File: config.mk
export PLATFORM = sky130hd
export DESIGN_NAME = intr_in_buffer
export DESIGN_NICKNAME = d
export VERILOG_FILES = /design/src/rtl/intr_in_pkg.sv /design/src/rtl/intr_in_store.sv /design/src/rtl/intr_in_flag.sv /design/src/rtl/intr_in_ctrl.sv /design/src/rtl/intr_in_buffer.sv
export SDC_FILE = /design/constraint.sdc
export NUM_CORES = 1
export LEC_CHECK = 0
export BUFFER_PORTS_ARGS = -buffer_cell sky130_fd_sc_hd__buf_2
export CORE_ASPECT_RATIO = 1.25
export CORE_MARGIN = 2
export CORE_UTILIZATION = 62
export CTS_CLUSTER_DIAMETER = 30
export CTS_CLUSTER_SIZE = 28
export DETAILED_ROUTE_END_ITERATION = 10
export HOLD_SLACK_MARGIN = 0.1
export PLACE_DENSITY = 0.81
export SYNTH_ARGS = -nofsm -noshare
export SYNTH_HDL_FRONTEND = slang
export SYNTH_SLANG_ARGS = --single-unit
File: constraint.sdc
create_clock -name clk -period 6.09 [get_ports clk]
set_clock_uncertainty 0.2 [all_clocks]
set_input_delay 0.3045 -clock clk [delete_from_list [all_inputs] [get_ports clk]]
set_output_delay 0.3045 -clock clk [all_outputs]
set_load 0.1 [all_outputs]
File: src/rtl/intr_in_pkg.sv
`timescale 1ns/1ps
package intr_in_pkg;

    typedef enum logic [1:0] {
        S_FILL    = 2'd0,
        S_ARMED   = 2'd1,
        S_SEND    = 2'd2,
        S_WAIT_HS = 2'd3
    } ibuf_state_t;

endpackage

File: src/rtl/intr_in_store.sv
`timescale 1ns/1ps
module intr_in_store #(
    parameter int DATA_W = 8,
    parameter int DEPTH  = 8,
    localparam int IDX_W = $clog2(DEPTH),
    localparam int CNT_W = $clog2(DEPTH + 1)
) (
    input  logic              clk,
    input  logic              rst_n,
    input  logic              wr_ok,
    input  logic [DATA_W-1:0] wr_data,
    input  logic              level_clr,
    input  logic [IDX_W-1:0]  rd_idx,
    output logic [DATA_W-1:0] rd_data,
    output logic [CNT_W-1:0]  level
);

    logic [DATA_W-1:0] mem [DEPTH];
    logic              room;

    assign room    = (level < CNT_W'(DEPTH));
    assign rd_data = mem[rd_idx];

    always_ff @(posedge clk) begin
        if (!rst_n || level_clr) begin
            level <= '0;
        end else if (wr_ok && room) begin
            level <= level + CNT_W'(1);
        end
    end

    always_ff @(posedge clk) begin
        if (wr_ok && room && !level_clr) begin
            mem[level[IDX_W-1:0]] <= wr_data;
        end
    end


    no_overflow_chk: assert property (@(posedge clk) disable iff (!rst_n)
        (wr_ok && !level_clr && level == CNT_W'(DEPTH)) |=> (level == CNT_W'(DEPTH)));

endmodule

File: src/rtl/intr_in_flag.sv
`timescale 1ns/1ps
module intr_in_flag (
    input  logic clk,
    input  logic rst_n,
    input  logic set_i,
    input  logic clr_i,
    output logic flag
);

    always_ff @(posedge clk) begin
        if (!rst_n) begin
            flag <= 1'b0;
        end else if (set_i) begin
            flag <= 1'b1;
        end else if (clr_i) begin
            flag <= 1'b0;
        end
    end


    flag_set_chk: assert property (@(posedge clk) disable iff (!rst_n)
        set_i |=> flag);


    flag_clr_chk: assert property (@(posedge clk) disable iff (!rst_n)
        (clr_i && !set_i) |=> !flag);

endmodule

File: src/rtl/intr_in_ctrl.sv
`timescale 1ns/1ps
module intr_in_ctrl
    import intr_in_pkg::*;
#(
    parameter int DEPTH  = 8,
    localparam int IDX_W = $clog2(DEPTH),
    localparam int CNT_W = $clog2(DEPTH + 1)
) (
    input  logic             clk,
    input  logic             rst_n,
    input  logic             wr_req,
    input  logic             commit,
    input  logic             clear,
    input  logic             in_token,
    input  logic             tx_rd,
    input  logic             host_ack,
    input  logic             host_miss,
    input  logic [CNT_W-1:0] level,
    output logic             wr_ok,
    output logic             level_clr,
    output logic [IDX_W-1:0] rd_idx,
    output logic [CNT_W-1:0] pkt_len,
    output logic             tx_valid,
    output logic             tx_last,
    output logic             nak,
    output logic             pkt_armed,
    output logic             set_done
);

    ibuf_state_t     state;
    ibuf_state_t     state_nx;
    logic [CNT_W-1:0] rptr;
    logic             at_end;

    assign at_end = (rptr == pkt_len - CNT_W'(1));
    assign rd_idx = rptr[IDX_W-1:0];

    // state register
    always_ff @(posedge clk) begin
        if (!rst_n) begin
            state <= S_FILL;
        end else begin
            state <= state_nx;
        end
    end

    // next-state logic
    always_comb begin
        state_nx = state;
        unique case (state)
            S_FILL: begin
                if (commit) state_nx = S_ARMED;
            end
            S_ARMED: begin
                if (in_token) begin
                    state_nx = (pkt_len == '0) ? S_WAIT_HS : S_SEND;
                end
            end
            S_SEND: begin
                if (tx_rd && at_end) state_nx = S_WAIT_HS;
            end
            S_WAIT_HS: begin
                if (host_ack)       state_nx = S_FILL;
                else if (host_miss) state_nx = S_ARMED;
            end
        endcase
        if (clear) state_nx = S_FILL;
    end

    // outputs
    always_comb begin
        wr_ok     = 1'b0;
        level_clr = clear;
        tx_valid  = 1'b0;
        tx_last   = 1'b0;
        pkt_armed = 1'b1;
        set_done  = 1'b0;
        unique case (state)
            S_FILL: begin
                pkt_armed = 1'b0;
                wr_ok     = wr_req && !commit && !clear;
            end
            S_ARMED: begin
            end
            S_SEND: begin
                tx_valid = 1'b1;
                tx_last  = at_end;
            end
            S_WAIT_HS: begin
                if (host_ack) begin
                    level_clr = 1'b1;
                    set_done  = !clear;
                end
            end
        endcase
    end

    // datapath registers
    always_ff @(posedge clk) begin
        if (!rst_n) begin
            rptr    <= '0;
            pkt_len <= '0;
            nak     <= 1'b0;
        end else begin
            nak <= in_token && (state == S_FILL);
            if (state == S_FILL && commit && !clear) begin
                pkt_len <= level;
            end
            if (state != S_SEND) begin
                rptr <= '0;
            end else if (tx_rd) begin
                rptr <= rptr + CNT_W'(1);
            end
        end
    end


    nak_idle_chk: assert property (@(posedge clk) disable iff (!rst_n)
        (in_token && state == S_FILL) |=> (nak && !tx_valid));


    read_range_chk: assert property (@(posedge clk) disable iff (!rst_n)
        tx_valid |-> (rptr < pkt_len));


    zero_len_chk: assert property (@(posedge clk) disable iff (!rst_n)
        (state == S_ARMED && in_token && pkt_len == '0 && !clear) |=> (state == S_WAIT_HS));


    ack_return_chk: assert property (@(posedge clk) disable iff (!rst_n)
        (state == S_WAIT_HS && host_ack && !clear) |=> (state == S_FILL && level == '0));


    miss_rearm_chk: assert property (@(posedge clk) disable iff (!rst_n)
        (state == S_WAIT_HS && !host_ack && host_miss && !clear) |=> (state == S_ARMED && $stable(pkt_len)));


    len_hold_chk: assert property (@(posedge clk) disable iff (!rst_n)
        (state != S_FILL) |=> $stable(pkt_len));


    clear_fill_chk: assert property (@(posedge clk) disable iff (!rst_n)
        clear |=> (state == S_FILL && level == '0));

endmodule

File: src/rtl/intr_in_buffer.sv
`timescale 1ns/1ps
module intr_in_buffer #(
    parameter int DATA_W = 8,
    parameter int DEPTH  = 8,
    localparam int IDX_W = $clog2(DEPTH),
    localparam int CNT_W = $clog2(DEPTH + 1)
) (
    input  logic              clk,
    input  logic              rst_n,
    input  logic              cpu_wr,
    input  logic [DATA_W-1:0] cpu_wdata,
    input  logic              pkt_commit,
    input  logic              buf_clear,
    input  logic              done_clr,
    input  logic              in_token,
    input  logic              tx_rd,
    input  logic              host_ack,
    input  logic              host_miss,
    output logic              tx_valid,
    output logic [DATA_W-1:0] tx_data,
    output logic              tx_last,
    output logic [CNT_W-1:0]  tx_len,
    output logic              nak,
    output logic              pkt_armed,
    output logic              done_irq
);

    logic             wr_ok;
    logic             level_clr;
    logic [IDX_W-1:0] rd_idx;
    logic [CNT_W-1:0] level;
    logic             set_done;

    intr_in_ctrl #(.DEPTH(DEPTH)) u_ctrl (
        .clk       (clk),
        .rst_n     (rst_n),
        .wr_req    (cpu_wr),
        .commit    (pkt_commit),
        .clear     (buf_clear),
        .in_token  (in_token),
        .tx_rd     (tx_rd),
        .host_ack  (host_ack),
        .host_miss (host_miss),
        .level     (level),
        .wr_ok     (wr_ok),
        .level_clr (level_clr),
        .rd_idx    (rd_idx),
        .pkt_len   (tx_len),
        .tx_valid  (tx_valid),
        .tx_last   (tx_last),
        .nak       (nak),
        .pkt_armed (pkt_armed),
        .set_done  (set_done)
    );

    intr_in_store #(.DATA_W(DATA_W), .DEPTH(DEPTH)) u_store (
        .clk       (clk),
        .rst_n     (rst_n),
        .wr_ok     (wr_ok),
        .wr_data   (cpu_wdata),
        .level_clr (level_clr),
        .rd_idx    (rd_idx),
        .rd_data   (tx_data),
        .level     (level)
    );

    intr_in_flag u_flag (
        .clk   (clk),
        .rst_n (rst_n),
        .set_i (set_done),
        .clr_i (done_clr),
        .flag  (done_irq)
    );


    reset_quiet_chk: assert property (@(posedge clk)
        !rst_n |=> (!tx_valid && !nak && !pkt_armed && !done_irq));

endmodule

==> results.py, run 1 <==
metrics = {
    "status": {
        "status": "finished clean",
    },
    "clocking": {
        "cts_resized": 0,
        "clock_latency_ps": 350,
        "clock-root-buffer": "clkbuf_8",
        "clock_sinks": 83,
        "clkSlewWorstSetupHoldPaths_ps": 80,
        "cts_tree": "done",
        "cts_buffers": 9,
        "max-clock-path-buffers": 2,
        "post-cts-setup-buffers": 0,
        "htreeDepth": 3,
    },
    "synth": {
        "ys_warn_count": 0,
        "async_flop_share_pct": 0,
        "yosys.cell_types.count": 31,
        "synth-compound-area-share_pct": 1.370,
        "synth_nets": 228,
        "synth_ff_type": "edfxtp_1",
        "synthDominantCellAreaShare_pct": 55.39,
        "synth_xor_area_share_pct": 2.777,
        "synth_area_um2": 3470,
        "synthTopCellsByArea": "edfxtp_1, mux4_1, dfxtp_1, ha_1, mux2_2",
        "synth-simple-area-share_pct": 7.285,
        "postSynthCellCount": 201,
        "synthMuxAreaShare_pct": 16.73,
        "synth_top_family_by_area": "multiplexers",
        "synth.largest_area_cell": "edfxtp_1",
        "yosys_register_bits": 83,
        "avgSynthCellArea_um2": 17.26,
        "synth_edf_count": 64,
        "synth_fa_ha_area_share_pct": 3.246,
        "seq_area_frac_synth_pct": 66.35,
    },
    "hold_path": {
        "hold_path.class": "in -> reg",
    },
    "grt": {
        "antenna_found_initial": 0,
        "grtUsageTotal_pct": 21.91,
        "grt_pass1_wl_um": 9763,
        "grt-ovfl-total": 0,
        "first_global_vias": 1956,
        "grt_max_degree": 17,
    },
    "place": {
        "dp_hpwl_um": 4053,
        "finalWeightedCongestion": 0.7513,
        "post-place-ws_ps": 3168,
        "io_buffers": 34,
    },
    "worst_setup_path": {
        "rrSetupSlack_ps": 3170,
        "required_ps": 5590,
        "crit_type": "reg -> out",
        "critPathCaptureType": "primary output",
        "crit_path_max_fanout": 16,
        "cp-start-kind": "flop",
        "path_cells": "mux4_1 > mux2_2 > buf_2",
        "cpPeakStageDelay_ps": 900,
        "path_buf_inv": 1,
        "crit_arrival_ps": 2490,
        "crit_family": "multiplexers",
        "crit_slowest_cell": "dfxtp_1",
    },
    "floorplanning": {
        "initial_core_util_pct": 64.19,
        "fp.dieArea_um2": 6214,
        "coreArea_um2": 5405,
        "fp.dieH_um": 87.64,
        "die_w_um": 70.91,
        "ios": 35,
        "num_rows": 30,
    },
    "sta": {
        "min_period_ps": 2994,
        "setup_viol": 0,
        "min_period_over_period_pct": 49.16,
        "rsz0062_at_grt": "false",
        "fin_ws_ps": 3096,
        "tightestPinTransition_ps": 1243,
        "fin_tns_setup_ps": 0,
        "fmax_mhz": 334.0,
        "slew_violations": 0,
        "hold_viol_final": 0,
        "max_slew_margin_pct": 16.50,
    },
    "detailed_routing": {
        "viasPerCell": 5.677,
        "drc": 0,
        "vias": 1828,
        "firstDrtPassIters": 4,
        "drt_iter0_drc": 145,
        "postRouteAntennaNets": 0,
        "avgRoutedWirePerCell_um": 18.99,
        "wirelength_um": 6115,
    },
    "power_and_ir_drop": {
        "power_frac_comb_pct": 5.9,
        "switching_share_pct": 22.45,
        "peakVddDrop_v": 0.0001500,
        "power_frac_seq_pct": 56.8,
        "p_switching_uw": 242.5,
        "p_leak_uw": 0.001432,
        "power_density_nw_per_um2": 269.2,
        "power.share.clock_pct": 37.3,
        "p_int_uw": 837.5,
    },
    "final_layout": {
        "nNetsFinal": 280,
        "num-fill-cells": 306,
        "syn_to_final_growth_pct": 15.61,
        "antennaDiodeCount": 0,
        "drive_gt1_share_pct": 23.64,
    },
    "run": {
        "drv_cap": 0,
    },
}
[placed cells by master (no fill, tap or decap), types with 3 or more instances in the layout]
cell,n
dlygate4sd3_1,13
mux2_2,8
nor2b_1,6
nor3_1,4
inv_1,8
buf_2,34
mux2i_1,7
nor2_1,16
edfxtp_1,64
ha_1,9
xor2_1,5
inv_6,3
nand2_1,9
xnor2_1,6
dfxtp_1,19
mux4_1,16
clkbuf_8,10
nand2b_1,3
[cell type report]
cell class | count | area, µm² | area share, %
flip-flops and latches | 83 | 2302 | 57.39
clock buffers | 10 | 137.6 | 3.431
clock inverters | 6 | 71.32 | 1.778
inverters | 8 | 30.03 | 0.7486
well taps | 64 | 80.08 | 1.996
repair buffers | 47 | 300.3 | 7.486
multi-input cells | 104 | 1090 | 27.17
[repair_timing]
| item | 4_1_cts | 5_1_grt |
|---|---|---|
| endpoints found under the hold margin | 72 | 0 |
| hold buffers | 13 | 0 |
| setup endpoints to repair | 0 | 0 |
[synth_stat cells, drive strengths merged (2+ instances only)]
| library cell | instances |
|---|---|
| nor3 | 4 |
| mux4 | 16 |
| xnor2 | 6 |
| inv | 8 |
| nor2b | 6 |
| nand2b | 3 |
| mux2i | 7 |
| o22ai | 2 |
| mux2 | 8 |
| nand3b | 2 |
| buf | 4 |
| clkbuf | 2 |
| dfxtp | 19 |
| edfxtp | 64 |
| nand4 | 2 |
| nor2 | 16 |
| xor2 | 5 |
| nand2 | 9 |
| ha | 9 |
[worst paths after layout]
kind,startpoint,endpoint,depth (start not counted)
worst max-delay path,flop,tx_data[0],3
worst min-delay path,buf_clear,u_flag.flag$_SDFFE_PN0P_,3
worst max register to register,u_ctrl.state[1]$_SDFFE_PP0P_,u_store.mem[0][6]$_DFFE_PP_,6
worst min register to register,u_ctrl.state[1]$_SDFFE_PP0P_,u_ctrl.state[1]$_SDFFE_PP0P_,2
[kinds of logic (layout without fill, tap and decap cells)]
group                      count (synthesis)  count (layout)
xor gates and xnor gates                  11              11
buffers and inverters                     14              71
DFF                                       83              83
adders and majority gates                  9               9
muxes                                     31              31
AOI/OAI and AO/OA                          5               5
and+or+nand+nor                           48              48
[sequential cells by signal, summed over array words and instances, names as in the netlist, named ones only]
register and count:
u_store.mem 64, u_ctrl.rptr 4, u_ctrl.state 2, u_flag.flag 1, u_store.level 4, u_ctrl.nak 1
u_ctrl.pkt_len 4
[metal layers]
| metal | share of wire, % | track usage (%) | vias to the layer above | wire length, µm |
|---|---|---|---|---|
| met5 | 0 | 0 | - | 0 |
| met4 | 1.9 | 10.12 | 0 | 119 |
| met3 | 3.3 | 3.913 | 11 | 201 |
| met2 | 54 | 39.17 | 46 | 3319 |
| met1 | 40 | 25.91 | 887 | 2474 |
| li1 | - | - | 884 | - |
[stage by stage]
step	cell area (µm²)	power [µW]	std cells	hold slack, ps	util, %
2_1_floorplan	3470	665.1	201	203.4	-
3_3_place_gp	3672	681.5	293	281.4	67.94
3_5_place_dp	3672	682.8	293	312.0	67.94
4_1_cts	4011	1085	322	128.9	74.21
5_1_grt	4011	1114	322	167.6	74.21
6_report	4011	1080	322	132.7	74.21
[power by group through the flow]
stage	combinational (µW)	sequential (µW)	clock [µW]
2_1_floorplan	35.7	629	0
3_3_place_gp	55.3	626	0
3_5_place_dp	56.3	626	0
4_1_cts	63.1	613	408
5_1_grt	68.1	614	432
6_report	63.5	613	403
[worst reg2reg max path, stage by stage, from the launching register on]
cell	delay, ps
dfxtp_1	350
inv_1	110
ha_1	190
inv_1	100
nor4_4	390
nand3b_1	210
nor3_1	980
Note: power is estimated with default switching activity, not from simulation.
==> run 2, diff against run 1 <==
--- a/config.mk
+++ b/config.mk
@@ -8,12 +8,12 @@
 export BUFFER_PORTS_ARGS = -buffer_cell sky130_fd_sc_hd__buf_2
 export CORE_ASPECT_RATIO = 1.25
 export CORE_MARGIN = 2
-export CORE_UTILIZATION = 62
+export CORE_UTILIZATION = 52
 export CTS_CLUSTER_DIAMETER = 30
 export CTS_CLUSTER_SIZE = 28
 export DETAILED_ROUTE_END_ITERATION = 10
 export HOLD_SLACK_MARGIN = 0.1
-export PLACE_DENSITY = 0.81
+export PLACE_DENSITY = 0.72
 export SYNTH_ARGS = -nofsm -noshare
 export SYNTH_HDL_FRONTEND = slang
 export SYNTH_SLANG_ARGS = --single-unit
==> constraint.sdc (replaced) <==
create_clock -name clk -period 2.6 [get_ports clk]
set_clock_uncertainty 0.2 [all_clocks]
set_input_delay 0.13 -clock clk [delete_from_list [all_inputs] [get_ports clk]]
set_output_delay 0.13 -clock clk [all_outputs]
set_load 0.1 [all_outputs]
==> run 2 against run 1 <==
Net effect:
- design area is 4.3% higher
- worst hold slack better by 9.4 ps
- sequential share of layout area is 2.2 points lower
- sequential power is 130% higher
- non-clock buffer count is 17 higher
- die area is 18% higher
- largest cell class unchanged
- largest power group unchanged
- highest routed layer unchanged
==> results.py, run 2 (synthesis results as in run 1) <==
metrics = {
    "grt": {
        "gr-usage-met2_pct": 35.45,
        "first_global_vias": 1947,
        "grtUsageTotal_pct": 18.94,
        "grt_max_degree": 17,
        "top_usage_layer": "met2",
        "grt_pass1_wl_um": 10030,
        "grt-ovfl-total": 0,
        "grt_use_met3_pct": 4.451,
        "met1_usage_pct": 21.47,
        "antenna_found_initial": 0,
    },
    "worst_setup_path": {
        "crit_type": "reg -> out",
        "required_ps": 2270,
        "crit_path_max_fanout": 16,
        "critPathCaptureType": "primary output",
        "cpPeakStageDelay_ps": 630,
        "path_cells": "buf_4 > mux4_1 > mux2_2 > buf_2",
        "crit_arrival_ps": 2160,
        "crit_slowest_cell": "mux4_1",
        "cp-start-kind": "flop",
    },
    "detailed_routing": {
        "postRouteAntennaNets": 0,
        "drt_iter0_drc": 141,
        "drc": 0,
        "avgRoutedWirePerCell_um": 17.49,
        "viasPerCell": 5.210,
        "wirelength_um": 6333,
        "firstDrtPassIters": 4,
        "vias": 1886,
    },
    "floorplanning": {
        "ios": 35,
        "fp.dieArea_um2": 7346,
        "num_rows": 33,
        "die_w_um": 77.06,
        "coreArea_um2": 6524,
        "initial_core_util_pct": 53.18,
        "fp.dieH_um": 95.33,
    },
    "final_layout": {
        "utilization_pct": 64.12,
        "antennaDiodeCount": 0,
        "drive_gt1_share_pct": 27.64,
        "nNetsFinal": 297,
        "syn_to_final_growth_pct": 20.56,
        "final_cell_mix": "edfxtp_1, buf_2, dlygate4sd3_1",
        "largest_reg_flops": 64,
        "final_common_cell": "edfxtp_1",
    },
    "place": {
        "finalWeightedCongestion": 0.7886,
        "post-place-ws_ps": 377.7,
        "io_buffers": 34,
        "dp_hpwl_um": 4308,
    },
    "clocking": {
        "clkSlewWorstSetupHoldPaths_ps": 90,
        "max-clock-path-buffers": 2,
        "cts_tree": "done",
        "clock_latency_ps": 340,
        "clock-root-buffer": "clkbuf_8",
        "clock_sinks": 83,
        "cts_buffers": 9,
        "htreeDepth": 3,
    },
    "power_and_ir_drop": {
        "power_density_nw_per_um2": 594.5,
        "p_switching_uw": 554.0,
        "p_leak_uw": 0.001529,
        "power_frac_seq_pct": 57.7,
        "p_int_uw": 1933,
        "switching_share_pct": 22.28,
        "power.share.clock_pct": 35.8,
        "peakVddDrop_v": 0.0002968,
        "power_frac_comb_pct": 6.4,
        "total_power_uw": 2487,
    },
    "sta": {
        "min_period_ps": 2493,
        "fmax_mhz": 401.1,
        "whs_ps": 142.1,
        "fin_ws_ps": 106.6,
        "fin_tns_setup_ps": 0,
        "hold_viol_final": 0,
        "slew_violations": 0,
        "setup_viol": 0,
        "max_slew_margin_pct": 67.29,
        "tightestPinTransition_ps": 494.1,
        "min_period_over_period_pct": 95.90,
        "rsz0062_at_grt": "false",
    },
    "status": {
        "status": "finished clean",
    },
    "run": {
        "drv_cap": 0,
    },
    "hold_path": {
        "hold_path.class": "in -> reg",
    },
}
[run 2: changes by cell type in the layout (fill, tap and decap cells not counted), moves of 2 or more]
cell and change:
nor3_2 +2, dlygate4sd3_1 +6, inv_6 -2, clkinv_2 +2, nor3_1 -2, dfxtp_1 -2
buf_4 +11
[run 2: repair_timing]
| item | in CTS | in global routing |
|---|---|---|
| setup buffers | 0 | 1 |
| setup endpoints to repair | 0 | 1 |
| hold buffers | 20 | 0 |
| resized for setup | 0 | 2 |
| endpoints found under the hold margin | 83 | 0 |
[run 2: routing by layer]
metal / wire length [µm] / vias to the layer above
li1: - / 914
met1: 2754 / 922
met2: 3362 / 48
met3: 191 / 2
met4: 25 / 0
met5: 0 / -
[run 2: power groups by stage]
stage / Combinational [µW] / Clock, µW / Sequential (µW)
finish: 160 / 891 / 1430
global placement: 138 / 0 / 1470
detailed placement: 140 / 0 / 1470
CTS: 161 / 913 / 1440
floorplan: 83.7 / 0 / 1470
global route: 171 / 964 / 1440
[run 2: path summary, 6_finish.rpt]
| path | slack [ps] | from | endpoint | cells past startpoint |
|---|---|---|---|---|
| setup reg to reg | 370 | u_ctrl.state[1]$_SDFFE_PP0P_ | u_store.mem[7][6]$_DFFE_PP_ | 7 |
| setup / recovery | 110 | flop | tx_data[2] | 4 |
| hold reg to reg | 320 | u_ctrl.state[1]$_SDFFE_PP0P_ | u_ctrl.state[1]$_SDFFE_PP0P_ | 2 |
| hold / removal | 140 | pkt_commit | u_ctrl.state[0]$_SDFFE_PP0P_ | 3 |
[run 2: metrics by stage]
step	cells	instance area, µm²
CTS	362	4182
global placement	326	3789
finish	362	4183
global route	362	4183
detailed placement	326	3789
floorplan	201	3482
[run 2: worst max-delay path, delay by kind of cell, from the launching register on]
kind / cells / cell delay (ps)
flip-flops: 1 / 330
multiplexers: 2 / 910
buffers and inverters: 2 / 560
[run 2: cell type report]
class,instances,area (µm²)
clock buffers,10,127.6
clock inverters,6,65.06
fillers,499,2341
inverters,8,30.03
multi-input cells,104,1101
flip-flops and latches,83,2307
well taps,87,108.9
repair buffers,64,442.9
